File: config.mk
export PLATFORM = sky130hd
export DESIGN_NAME = dual_cdtimer
export DESIGN_NICKNAME = d
export VERILOG_FILES = /design/src/rtl/dct_pkg.sv /design/src/rtl/dct_prescaler.sv /design/src/rtl/dct_counter.sv /design/src/rtl/dct_ctrl.sv /design/src/rtl/dual_cdtimer.sv
export SDC_FILE = /design/constraint.sdc
export NUM_CORES = 1
export LEC_CHECK = 0
export ABC_AREA = 1
export ABC_CLOCK_PERIOD_IN_PS = 1900
export BUFFER_PORTS_ARGS = -buffer_cell sky130_fd_sc_hd__buf_2
export CORE_MARGIN = 10
export CORE_UTILIZATION = 40
export DETAILED_ROUTE_END_ITERATION = 16
export PLACE_DENSITY = 0.63
export SLEW_MARGIN = 10
export SYNTH_ARGS = -nofsm -noshare
export SYNTH_HDL_FRONTEND = slang
export SYNTH_SLANG_ARGS = --single-unit
File: constraint.sdc
create_clock -name clk -period 1.9 [get_ports clk]
set_input_delay 0.38 -clock clk [delete_from_list [all_inputs] [get_ports clk]]
set_output_delay 0.38 -clock clk [all_outputs]
set_load 0.02 [all_outputs]
File: src/rtl/dct_pkg.sv
package dct_pkg;
  localparam int CTRL_W  = 4;
  localparam int CB_RUN  = 0;
  localparam int CB_WKE  = 1;
  localparam int CB_INTR = 2;
  localparam int CB_SRQ  = 3;

  typedef enum logic [1:0] {
    A_T1_CNT = 2'd0,
    A_T1_CTL = 2'd1,
    A_T2_CNT = 2'd2,
    A_T2_CTL = 2'd3
  } reg_addr_e;

  // Next service-request value from the top bit and enables.
  function automatic logic srq_next(input logic msb, input logic wke,
                                    input logic intr, input logic cur);
    if (!msb)              return 1'b0;
    else if (wke || intr)  return 1'b1;
    else                   return cur;
  endfunction

  // Interrupt condition with shutdown gating.
  function automatic logic irq_cond(input logic msb, input logic intr,
                                    input logic wke, input logic sleep);
    return msb && intr && (!sleep || wke);
  endfunction
endpackage

File: src/rtl/dct_prescaler.sv
module dct_prescaler #(
  parameter int DIV = 4
) (
  input  logic clk,
  input  logic rst_n,
  input  logic adv,
  input  logic restart,
  output logic step
);
  localparam int PW = (DIV > 1) ? $clog2(DIV) : 1;
  localparam logic [PW-1:0] LAST = PW'(DIV - 1);

  logic [PW-1:0] cnt_q;

  assign step = adv && !restart && (cnt_q == LAST);

  always_ff @(posedge clk or negedge rst_n) begin
    if (!rst_n)            cnt_q <= '0;
    else if (restart)      cnt_q <= '0;
    else if (adv)          cnt_q <= (cnt_q == LAST) ? '0 : cnt_q + 1'b1;
  end

  AST_PRE_RESTART: assert property (@(posedge clk) disable iff (!rst_n)
    restart |=> (cnt_q == '0));
endmodule

File: src/rtl/dct_counter.sv
module dct_counter #(
  parameter int W         = 32,
  parameter bit SAT_EN    = 1'b0,
  parameter bit SKIP_SAME = 1'b0
) (
  input  logic         clk,
  input  logic         rst_n,
  input  logic         wr_en,
  input  logic [W-1:0] wdata,
  input  logic         step,
  input  logic         sat_arm,
  output logic [W-1:0] cnt,
  output logic         loaded
);
  logic [W-1:0] cnt_q;
  logic         sat_hit;

  generate
    if (SKIP_SAME) begin : g_skip
      assign loaded = wr_en && (wdata != cnt_q);
    end else begin : g_plain
      assign loaded = wr_en;
    end
    if (SAT_EN) begin : g_sat
      assign sat_hit = sat_arm && cnt_q[W-1];
    end else begin : g_nosat
      logic unused_arm;
      assign unused_arm = sat_arm;
      assign sat_hit    = 1'b0;
    end
  endgenerate

  always_ff @(posedge clk or negedge rst_n) begin
    if (!rst_n)        cnt_q <= '0;
    else if (loaded)   cnt_q <= wdata;
    else if (sat_hit)  cnt_q <= '1;
    else if (step)     cnt_q <= cnt_q - 1'b1;
  end

  assign cnt = cnt_q;

  AST_SAT_HOLD: assert property (@(posedge clk) disable iff (!rst_n)
    (sat_hit && !loaded) |=> (cnt_q == '1));
  AST_DEC_STEP: assert property (@(posedge clk) disable iff (!rst_n)
    (step && !wr_en && !sat_hit) |=> (cnt_q == W'($past(cnt_q) - 1'b1)));
  AST_SAME_WRITE: assert property (@(posedge clk) disable iff (!rst_n)
    (wr_en && !loaded && !step && !sat_hit) |=> $stable(cnt_q));
endmodule

File: src/rtl/dct_ctrl.sv
module dct_ctrl
  import dct_pkg::*;
#(
  parameter bit HAS_RUN = 1'b0
) (
  input  logic              clk,
  input  logic              rst_n,
  input  logic              wr_en,
  input  logic [CTRL_W-1:0] wdata,
  input  logic              msb,
  input  logic              sleep,
  output logic [CTRL_W-1:0] ctrl_rd,
  output logic              wke,
  output logic              intr,
  output logic              irq_req,
  output logic              wake_out
);
  logic wke_q, intr_q, srq_q, wake_q, run_q;
  logic fire;
  logic unused_srq_bit;

  assign unused_srq_bit = wdata[CB_SRQ];
  assign fire = msb && sleep && wke_q;

  always_ff @(posedge clk or negedge rst_n) begin
    if (!rst_n) begin
      wke_q  <= 1'b0;
      intr_q <= 1'b0;
      srq_q  <= 1'b0;
      wake_q <= 1'b0;
    end else begin
      srq_q  <= srq_next(msb, wke_q, intr_q, srq_q);
      wake_q <= fire;
      if (wr_en) begin
        wke_q  <= wdata[CB_WKE];
        intr_q <= wdata[CB_INTR];
      end else if (fire) begin
        wke_q  <= 1'b0;
      end
    end
  end

  generate
    if (HAS_RUN) begin : g_run
      always_ff @(posedge clk or negedge rst_n) begin
        if (!rst_n)     run_q <= 1'b0;
        else if (wr_en) run_q <= wdata[CB_RUN];
      end
    end else begin : g_norun
      logic unused_run_bit;
      assign unused_run_bit = wdata[CB_RUN];
      assign run_q = 1'b0;
    end
  endgenerate

  always_comb begin
    ctrl_rd          = '0;
    ctrl_rd[CB_RUN]  = run_q;
    ctrl_rd[CB_WKE]  = wke_q;
    ctrl_rd[CB_INTR] = intr_q;
    ctrl_rd[CB_SRQ]  = srq_q;
  end

  assign wke      = wke_q;
  assign intr     = intr_q;
  assign irq_req  = irq_cond(msb, intr_q, wke_q, sleep);
  assign wake_out = wake_q;

  AST_SRQ_DROP: assert property (@(posedge clk) disable iff (!rst_n)
    !msb |=> !srq_q);
  AST_SRQ_RISE: assert property (@(posedge clk) disable iff (!rst_n)
    (msb && (wke_q || intr_q)) |=> srq_q);
  AST_WAKE_CLR: assert property (@(posedge clk) disable iff (!rst_n)
    (fire && !wr_en) |=> (!wke_q && wake_q));
  AST_WAKE_PULSE: assert property (@(posedge clk) disable iff (!rst_n)
    (wake_q && !$past(wr_en)) |=> !wake_q);
endmodule

File: src/rtl/dual_cdtimer.sv
module dual_cdtimer
  import dct_pkg::*;
#(
  parameter int T1_W   = 4,
  parameter int T2_W   = 32,
  parameter int T1_DIV = 4
) (
  input  logic            clk,
  input  logic            rst_n,
  input  logic            slow_tick,
  input  logic            fast_tick,
  input  logic            reg_wr,
  input  logic [1:0]      reg_addr,
  input  logic [T2_W-1:0] reg_wdata,
  output logic [T2_W-1:0] reg_rdata,
  input  logic            cpu_sleep,
  input  logic            glob_ie,
  output logic            irq,
  output logic            wake
);
  localparam int PAD_T1 = T2_W - T1_W;
  localparam int PAD_CT = T2_W - CTRL_W;

  logic wr_t1c, wr_t1x, wr_t2c, wr_t2x;
  logic run, t1_step, t1_loaded, t2_loaded, t2_arm;
  logic [T1_W-1:0] t1_cnt;
  logic [T2_W-1:0] t2_cnt;
  logic [CTRL_W-1:0] t1_ctl, t2_ctl;
  logic t1_wke, t1_intr, t2_wke, t2_intr;
  logic t1_irq, t2_irq, t1_wake, t2_wake;

  assign wr_t1c = reg_wr && (reg_addr == A_T1_CNT);
  assign wr_t1x = reg_wr && (reg_addr == A_T1_CTL);
  assign wr_t2c = reg_wr && (reg_addr == A_T2_CNT);
  assign wr_t2x = reg_wr && (reg_addr == A_T2_CTL);

  assign run    = t2_ctl[CB_RUN];
  assign t2_arm = glob_ie && t2_intr && (!cpu_sleep || t2_wke);

  dct_prescaler #(.DIV(T1_DIV)) i_pre (
    .clk(clk), .rst_n(rst_n), .adv(run && slow_tick),
    .restart(t1_loaded), .step(t1_step));

  dct_counter #(.W(T1_W), .SAT_EN(1'b0), .SKIP_SAME(1'b1)) i_t1 (
    .clk(clk), .rst_n(rst_n), .wr_en(wr_t1c), .wdata(reg_wdata[T1_W-1:0]),
    .step(t1_step), .sat_arm(1'b0), .cnt(t1_cnt), .loaded(t1_loaded));

  dct_counter #(.W(T2_W), .SAT_EN(1'b1), .SKIP_SAME(1'b0)) i_t2 (
    .clk(clk), .rst_n(rst_n), .wr_en(wr_t2c), .wdata(reg_wdata),
    .step(run && fast_tick), .sat_arm(t2_arm), .cnt(t2_cnt),
    .loaded(t2_loaded));

  dct_ctrl #(.HAS_RUN(1'b0)) i_c1 (
    .clk(clk), .rst_n(rst_n), .wr_en(wr_t1x), .wdata(reg_wdata[CTRL_W-1:0]),
    .msb(t1_cnt[T1_W-1]), .sleep(cpu_sleep), .ctrl_rd(t1_ctl),
    .wke(t1_wke), .intr(t1_intr), .irq_req(t1_irq), .wake_out(t1_wake));

  dct_ctrl #(.HAS_RUN(1'b1)) i_c2 (
    .clk(clk), .rst_n(rst_n), .wr_en(wr_t2x), .wdata(reg_wdata[CTRL_W-1:0]),
    .msb(t2_cnt[T2_W-1]), .sleep(cpu_sleep), .ctrl_rd(t2_ctl),
    .wke(t2_wke), .intr(t2_intr), .irq_req(t2_irq), .wake_out(t2_wake));

  always_comb begin
    unique case (reg_addr)
      A_T1_CNT: reg_rdata = {{PAD_T1{1'b0}}, t1_cnt};
      A_T1_CTL: reg_rdata = {{PAD_CT{1'b0}}, t1_ctl};
      A_T2_CNT: reg_rdata = t2_cnt;
      default:  reg_rdata = {{PAD_CT{1'b0}}, t2_ctl};
    endcase
  end

  assign irq  = t1_irq || t2_irq;
  assign wake = t1_wake || t2_wake;

  AST_SLEEP_MASK: assert property (@(posedge clk) disable iff (!rst_n)
    (cpu_sleep && !t1_wke && !t2_wke) |-> !irq);
  AST_T1_IDLE: assert property (@(posedge clk) disable iff (!rst_n)
    (!run && !wr_t1c) |=> $stable(t1_cnt));
  AST_T2_IDLE: assert property (@(posedge clk) disable iff (!rst_n)
    (!run && !wr_t2c && !t2_arm) |=> $stable(t2_cnt));
  AST_T1_NORUN: assert property (@(posedge clk) disable iff (!rst_n)
    t1_ctl[CB_RUN] == 1'b0);
  AST_LOAD_T2: assert property (@(posedge clk) disable iff (!rst_n)
    t2_loaded |=> (t2_cnt == $past(reg_wdata)));
endmodule

* After elaboration in Yosys (flattened, before gate mapping)
Index checks and enable logic that the tools add are counted.
** Word-level totals
- Register bits after elaboration :: 47
- Input port bits :: 41
- Output and inout port bits :: 34
- Word-level logic and storage cells :: 73
** Cells by class
- Add/subtract/negate cells :: 3
- Eq/ne operators :: 7
- Mux-type cells :: 17
- Reductions and logical operators :: 34
** Operators by type and width (number)
- 32-bit 2-to-1 mux :: 3
- 32-bit one-hot mux with 3 select lines :: 1
- 32-bit by 1-bit subtractor with 32-bit output (second input constant) :: 1
- 1-bit logical AND :: 20
- 1-bit 2-to-1 mux :: 8
- 4-bit 2-to-1 mux :: 2
- 2-bit nonzero test :: 4
- 2-bit == test (second input constant) :: 3
- 1-bit logical OR :: 6
- 2-bit 2-to-1 mux :: 3
- 2-bit by 1-bit != test with 1-bit output (second input constant) :: 2
- 4-bit != test :: 1
- 4-bit by 1-bit subtractor with 4-bit output (second input constant) :: 1
- 3-bit nonzero test :: 1
- 2-bit by 1-bit adder with 2-bit output (second input constant) :: 1
- 2-bit by 1-bit == test with 1-bit output (second input constant) :: 1
- 1-bit zero test :: 2
- 2-bit zero test :: 1

* Longest topological paths before layout
Gate-level depths: netlist of the first run.
- Word-level depth :: 8
- Gate-level depth with buffers :: 11
- Mapped depth without buffers :: 10

* Modules after synthesis
From an unflattened synthesis of the first run, not the netlist that was laid out.
** Second synthesis, totals
- Cells, all modules :: 608
- Area total of the unflattened synthesis :: 3932.5 um^2
** By module, submodules not included
- dct_counter at i_t2 :: times used 1, cells each 387, area an instance 2541.2 um^2, seq. area each 800.8 um^2
- dual_cdtimer :: times used 1, cells each 100, area an instance 510.5 um^2, seq. area each 0.0 um^2
- dct_counter at i_t1 :: times used 1, cells each 57, area an instance 340.3 um^2, seq. area each 100.1 um^2
- dct_ctrl at i_c2 :: times used 1, cells each 26, area an instance 234.0 um^2, seq. area each 125.1 um^2
- dct_ctrl at i_c1 :: times used 1, cells each 24, area an instance 196.4 um^2, seq. area each 100.1 um^2
- dct_prescaler :: times used 1, cells each 14, area an instance 110.1 um^2, seq. area each 50.0 um^2

* Least setup slack after synthesis of the first run
No wires, ideal clock.
- Path type :: input to output
- From :: input port reg_addr[1]
- To :: output port reg_rdata[3]
- Arrival time :: 1273 ps
- Path slack :: 247 ps
- Stages :: 5
- Path buffers :: 1
- Cells stage by stage :: inv_2 nor2_4 inv_1 clkbuf_1 o2111ai_1
** On the way
- Cells in the longest elaborated chain, start to end :: 2
- Elaborated cells on any way between the ends :: 4
- Those cells by class :: 2 x eq/ne; 1 x mux; 1 x reduce/logical
** RTL lines
- start, declared :: line dual_cdtimer.sv:13 : input logic [1:0] reg_addr,
- 2-bit == test, or another cell as far along :: line dual_cdtimer.sv:64 : unique case (reg_addr)
- 32-bit one-hot mux with 3 select lines * :: line dual_cdtimer.sv:64
- end, declared :: line dual_cdtimer.sv:15 : output logic [T2_W-1:0] reg_rdata,
Every way passes the cells marked *; elsewhere a longest branch is shown, timed or not.

* Final worst setup path of the first run
- From :: input port reg_addr[0]
- To :: output port reg_rdata[3]
Same word-level chain as after synthesis.

==> results of run 1 <==
## kinds of logic (layout without fill, tap and decap cells)
logic type / after synthesis / in the layout
AND/OR/NAND/NOR: 279 / 280
XOR/XNOR: 9 / 9
flip-flops: 47 / 47
multiplexers: 1 / 1
adder cells (fa/ha/maj): 3 / 3
buffers and inverters: 80 / 162
AO/OA/AOI/OAI: 88 / 88
## final cells by class
class                   count  area share (%)
well taps                 108            3.27
repair buffers             87            11.9
clock buffers               7            2.09
flip-flops and latches     47            28.5
inverters                  67            6.27
clock inverters             1           0.212
multi-input cells         381            47.7
## metal layers
metal  global-route usage (%)  part of all wire [%]  vias to the layer above
met5                        0                     0                        -
met4                     3.38                  0.83                        0
met3                     3.36                   6.7                        9
met2                     25.7                    46                      101
li1                         -                     -                     1826
met1                     21.6                    46                     1671
## stage by stage
step                hold slack, ns  util (%)
finish                      0.0131      47.8
global route                0.0327      47.8
CTS                         0.0245      47.6
detailed placement           0.363      46.5
global placement             0.358      46.5
floorplan                   0.0844         -
## what timing repair did
item / 4_1_cts / 5_1_grt
setup buffers: 0 / 1
resized for setup: 0 / 2
endpoints found under the setup margin: 0 / 6
## path summary, 6_finish.rpt
check                                    startpoint                        to  slack [ns]  depth (start not counted)
max                                     reg_addr[0]              reg_rdata[3]        0.11                          6
min                                           rst_n  i_t2.cnt[20]$_DFFE_PN0P_        0.01                          1
max reg2reg                 i_t2.cnt[3]$_DFFE_PN0P_  i_t2.cnt[25]$_DFFE_PN0P_        0.22                         10
min reg2reg                i_t2.cnt[30]$_DFFE_PN0P_  i_t2.cnt[30]$_DFFE_PN0P_        0.52                          2
max in group asynchronous                     rst_n  i_t2.cnt[28]$_DFFE_PN0P_        1.36                          2
min in group clk                       reg_wdata[9]   i_t2.cnt[9]$_DFFE_PN0P_        0.32                          3
## where the power goes
group	total [mW]	switching (mW)	internal (mW)	leakage, nW
Sequential	1.69	0.360	1.33	0.548
Clock	0.655	0.356	0.299	0.0484
Combinational	1.85	1.16	0.691	1.44
## placed cells by master (no fill, tap or decap), types with 2 or more instances in the layout
cell,n
a21boi_1,2
ha_1,3
buf_4,11
o21ai_1,12
buf_2,74
nor2_4,4
nor3_1,5
clkbuf_8,6
xnor2_1,4
o221ai_1,2
a21oi_1,16
inv_1,59
nand4_1,10
nand2_8,3
buf_12,2
dfrtp_1,47
o21ai_2,8
nand2_1,100
nand2_2,3
a31oi_1,2
or2_2,4
nand3_1,58
o21ai_0,29
xor2_1,5
nand3_2,2
nor2_1,80
nor2_2,6
inv_2,6
or2_0,3
o21bai_1,2
o211ai_1,6
o22ai_1,3
## registers in the layout, summed over array words and instances, names as in the netlist
register,flops
i_t2.cnt,32
i_t1.cnt,4
i_pre.cnt_q,2
i_c1.intr,1
i_c1.srq_q,1
i_c1.wake_out,1
i_c1.wke,1
i_c2.intr,1
i_c2.run_q,1
i_c2.srq_q,1
i_c2.wake_out,1
i_c2.wke,1
==> results.md, run 1 <==
* Outcome: completed
* Starting Density at a little over 40%
* Worst setup margin at 0.108 ns
* Die area at between 10000 and 15000 um2
* GPL Wtd Cong at 0.910
* Total grt overflow at 0
* Cell with the most instances after synthesis: nand2_1
* Root Driver: clkbuf_8
* EDFF count, synth at 0
* Post-synthesis xor/xnor area fraction at roughly 2.3%
* Type of origin of the critical path: input port
* Footprint of the multi-input gates at about 2000 um2
* DP Worst Slack at around 0.10 ns
* Synth Area in Compound Gates at 15.3%
* Fin area at 4130 um2
* Main combinational cell family by area after synthesis: simple AND/OR/NAND/NOR gates
* PwrDens at between 1000 and 1500 nW/um2
* Fin crit share at 94.3%
* Fraction of registers with async set/reset at 100%
* Ports at 75
* Cell Area, Placed at 4020 um2
* Mux share of post-synthesis cell area at less than 1%
* Initial antenna violation count at 0
* Final Instance Count excl. Fillers at 698
* Routed WL at 10500 um
* Pwr Total at 4.19 mW
* Worst-path fanout max at 30
* Post-synthesis simple-gate area fraction at a little under two fifths
* RSZ-0062 raised after global routing: no
* Final setup fails at 0
* Worst Path Buf+Inv at 4
* Total GRT Usage at 16.0%
* Syn-to-layout area delta at 18.1%
* Post-layout min period at 1.79 ns
* DRT iter0 DRCs at 219
* Pin count of the biggest net entering global routing at 40
* Max incr delay on CP at 0.20 ns
* Vias at 3607
* Peak VDD IR at 0.314 mV
* Post-Route Setup TNS at 0 ns
* CTS tree: done
* Antenna Nets Post-Route at 0
* Number of fill cells at 944
* Ranking of synthesized cells by area: dfrtp_1 (34%), nand2_1 (11%), nor2_1 (8.8%)
* Cells after Synth at 507
* Initial DRT Pass Iterations at 5
* Worst EP required at 1.52 ns
* Post-Synth Adder-Cell Area at 1.07%
* CTS sink count at 47
* Synth cell types at 45
* First-pass GRT wire length at 17400 um
* Crit path DAT at 1.41 ns
* Ys Warns at 0
* Dpl hpwl at around 8100 um
* Synth Flop Type: dfrtp_1
* Core box area at 8640 um2
* Die X at 114 um
* Syn nets at ~550
* Die height at 114 um
* Critical Path Most Common Cell: buf_2
* Share of cells above drive strength 1 at 22.9%
* Max Buffers Root-to-Sink at 2
* Synth Area per Inst at 6.90 um2
* CP delay by family, top: buffers and inverters
* H-tree Lvls at 2
* Vias per cell at about 5.2
* Vias in the first global route at 3642
* Leak at 2.03 nW
* Worst Tran Pin Value at 0.468 ns
* Crit-path cells: buf_2 > nor2_4 > inv_1 > buf_12 > o2111ai_1 > buf_2
* Slowest CP cell: o2111ai_1
* Row cnt at 34
* Clock-pin slew on the worst setup and hold paths at about 0.10 ns
* Total CTS buffers at 5
* Worst Setup End Kind: output port
* Synth Register Bits at 47
* Skew final at roughly 0.014 ns
* Layout Nets at 633
* Top cells by count, synth: nand2_1 (100), nor2_1 (82), inv_1 (59)
* Sequential element share of the synthesized area at 33.6%
* Buffers added on ports at 74
* Register area at 1180 um2
* Mapped Area at between 3000 and 4000 um2
* Clock latency at the later pin of the worst-skew pair at 0.31 ns
* ANT cells at 0
* Worst Hold Class: input port to async pin
* Final slew viol count at 0
* Remaining DRCs at 0
* Maxcap violations at 0
* DP Cell Count at 688
* Fmax at between 500 and 600 MHz
* Slew Limit Headroom at 68.8%
* Fin. Hold Viols at 0
* CTS Hold Bufs at 0
* Post-synth top area cell: dfrtp_1
* Class of the most critical setup path: input port to output port
* Share of the synthesized area in the top cell type at 33.6%
* Post-DR wirelength/cell at 15.1 um
Power figures use the tool's default switching activity.
==> run 2, diff against run 1 <==
GPL_TIMING_DRIVEN = 0   (was not set)
==> run 2 against run 1 <==
Core utilization grew 0.38 points. Clock power increased by 22%. Flip-flop and latch count unchanged. Sequential share of layout area shrank 0.22 points. Die area did not move. Cell area rose by 0.79%. First-iteration DRC count rose by 13%. Final cell count up 0.29%. Critical path type unchanged. Largest cell class unchanged.
==> results.md, run 2 (synthesized netlist as in run 1, its figures left out) <==
* Die area at approximately 13000 um2
* Starting Density at 40.5%
* Vias per cell at 5.31
* Post-DR wirelength/cell at ~17 um
* Total CTS buffers at 5
* Fin. Hold Viols at 0
* Outcome: completed
* Commonest non-fill, non-tap cells in the layout: nand2_1 (100), nor2_1 (81), buf_2 (75)
* Top layer in use: met4
* Type of origin of the critical path: input port
* Max reg flops at 32
* Fin crit share at 96.5%
* Wire length on met1 at 5460 um
* RSZ-0062 raised after global routing: no
* Reg2Reg Setup Slack at 0.10 ns
* CP endpoint: reg_rdata[0]
* GPL Wtd Cong at 0.932
* Initial DRT Pass Iterations at 5
* WHS at between 0.07 and 0.08 ns
* Total grt overflow at 0
* Total GRT Usage at 17.7%
* Initial antenna violation count at 0
* Ports at 75
* Layout Nets at roughly 640
* Maxcap violations at 0
* Worst R2R End: i_t2.cnt[26]$_DFFE_PN0P_
* Routed WL at 11600 um
* Core Util, Final at 48.2%
* Final setup fails at 0
* PwrDens at 1050 nW/um2
* ANT cells at 0
* Clock-pin slew on the worst setup and hold paths at about 0.09 ns
* Pin count of the biggest net entering global routing at 48
* Max Buffers Root-to-Sink at 2
* Class of the most critical setup path: input port to output port
* Worst EP required at about 1.5 ns
* Crit path DAT at 1.45 ns
* Metal3 WL at 707 um
* Vias in the first global route at 3588
* Leak at slightly above 2 nW
* Worst-path fanout max at 10
* Slew Limit Headroom at 56.8%
* Final slew viol count at 0
* Reg2reg path depth at 9
* Die X at 114 um
* Core box area at 8640 um2
* Metal2 WL at 5300 um
* CTS sink count at 47
* Post-layout min period at about 1.8 ns
* CTS Hold Bufs at 0
* First-pass GRT wire length at 18700 um
* Row cnt at 34
* Remaining DRCs at 0
* Dpl hpwl at 8760 um
* Skew final at 0.00608 ns
* Die height at 114 um
* DRT iter0 DRCs at 247
* Vias at 3719
* Syn-to-layout area delta at 19.0%
* Clock latency at the later pin of the worst-skew pair at 0.31 ns
* H-tree Lvls at 2
* Worst Setup End Kind: output port
* Antenna Nets Post-Route at 0
* Peak VDD IR at 0.377 mV
* Worst r2r src: i_t2.cnt[0]$_DFFE_PN0P_
* Worst Tran Pin Value at 0.649 ns
* Root Driver: clkbuf_8
* Worst setup path startpoint: reg_addr[0]
* Share of cells above drive strength 1 at between 20% and 30%
* Commonest non-fill, non-tap cell in the layout: nand2_1
* Fmax at 545 MHz
* CTS tree: done
* Buffers added on ports at 74
* Worst Hold Class: input port to async pin
run 2: changes by cell type in the layout (fill, tap and decap cells not counted), moves of 2 or more:
cell	previous run	this run
nor2_2	6	4
inv_2	6	8
buf_4	11	8
buf_6	0	4
inv_1	59	57
run 2: where the power goes:
group          total [mW]  internal, mW  switching, mW  leakage (nW)
registers            1.67          1.33          0.343         0.548
clock network       0.798         0.427          0.371        0.0612
logic                1.91         0.704           1.20          1.44
run 2: layer usage:
layer | GRT usage [%] | up-vias
met5 | 0 | -
met2 | 27.6 | 130
li1 | - | 1831
met1 | 24.6 | 1745
met4 | 4.40 | 0
met3 | 3.31 | 13
run 2: layout make-up:
class | instances | area, um2
fillers | 929 | 4470
repair buffers | 77 | 400
inverters | 67 | 259
multi-input cells | 380 | 1970
flip-flops and latches | 47 | 1180
clock inverters | 2 | 35.0
clock buffers | 6 | 82.6
plain buffers | 13 | 109
well taps | 108 | 135
run 2: worst max-delay path, stage by stage:
cell	delay, ns
buf_2	0.15
nor2_4	0.19
inv_1	0.10
buf_4	0.21
o211ai_1	0.23
buf_4	0.19
run 2: through the flow:
stage	cell area (um2)	TNS, ns	power, mW	std cells	worst slack (ns)
4_1_cts	4150	0	4.37	699	0.0188
3_3_place_gp	4000	-1.36	3.51	689	-0.208
3_5_place_dp	4000	-1.86	3.55	689	-0.211
5_1_grt	4160	0	4.72	700	0.00558
6_report	4160	0	4.37	700	0.0660
2_1_floorplan	3500	0	2.99	507	0.247
run 2: how the worst min path moves through the flow:
stage	from	to	slack (ns)	cells past startpoint
2_1_floorplan	rst_n	i_c1.intr$_DFFE_PN0P_	0.08	0
3_3_place_gp	i_t2.cnt[30]$_DFFE_PN0P_	i_t2.cnt[30]$_DFFE_PN0P_	0.49	2
3_5_place_dp	i_t2.cnt[29]$_DFFE_PN0P_	i_t2.cnt[29]$_DFFE_PN0P_	0.50	2
4_1_cts	reg_wdata[9]	i_t2.cnt[9]$_DFFE_PN0P_	0.31	3
5_1_grt	rst_n	i_c2.wke$_DFFE_PN0P_	0.14	1
6_report	rst_n	i_t2.cnt[29]$_DFFE_PN0P_	0.08	1
run 2: what timing repair did:
action	in CTS	in global routing
cloned	0	0
pin swaps	1	1
endpoints found under the setup margin	33	17
gates resized for setup	5	8
setup buffers	2	1
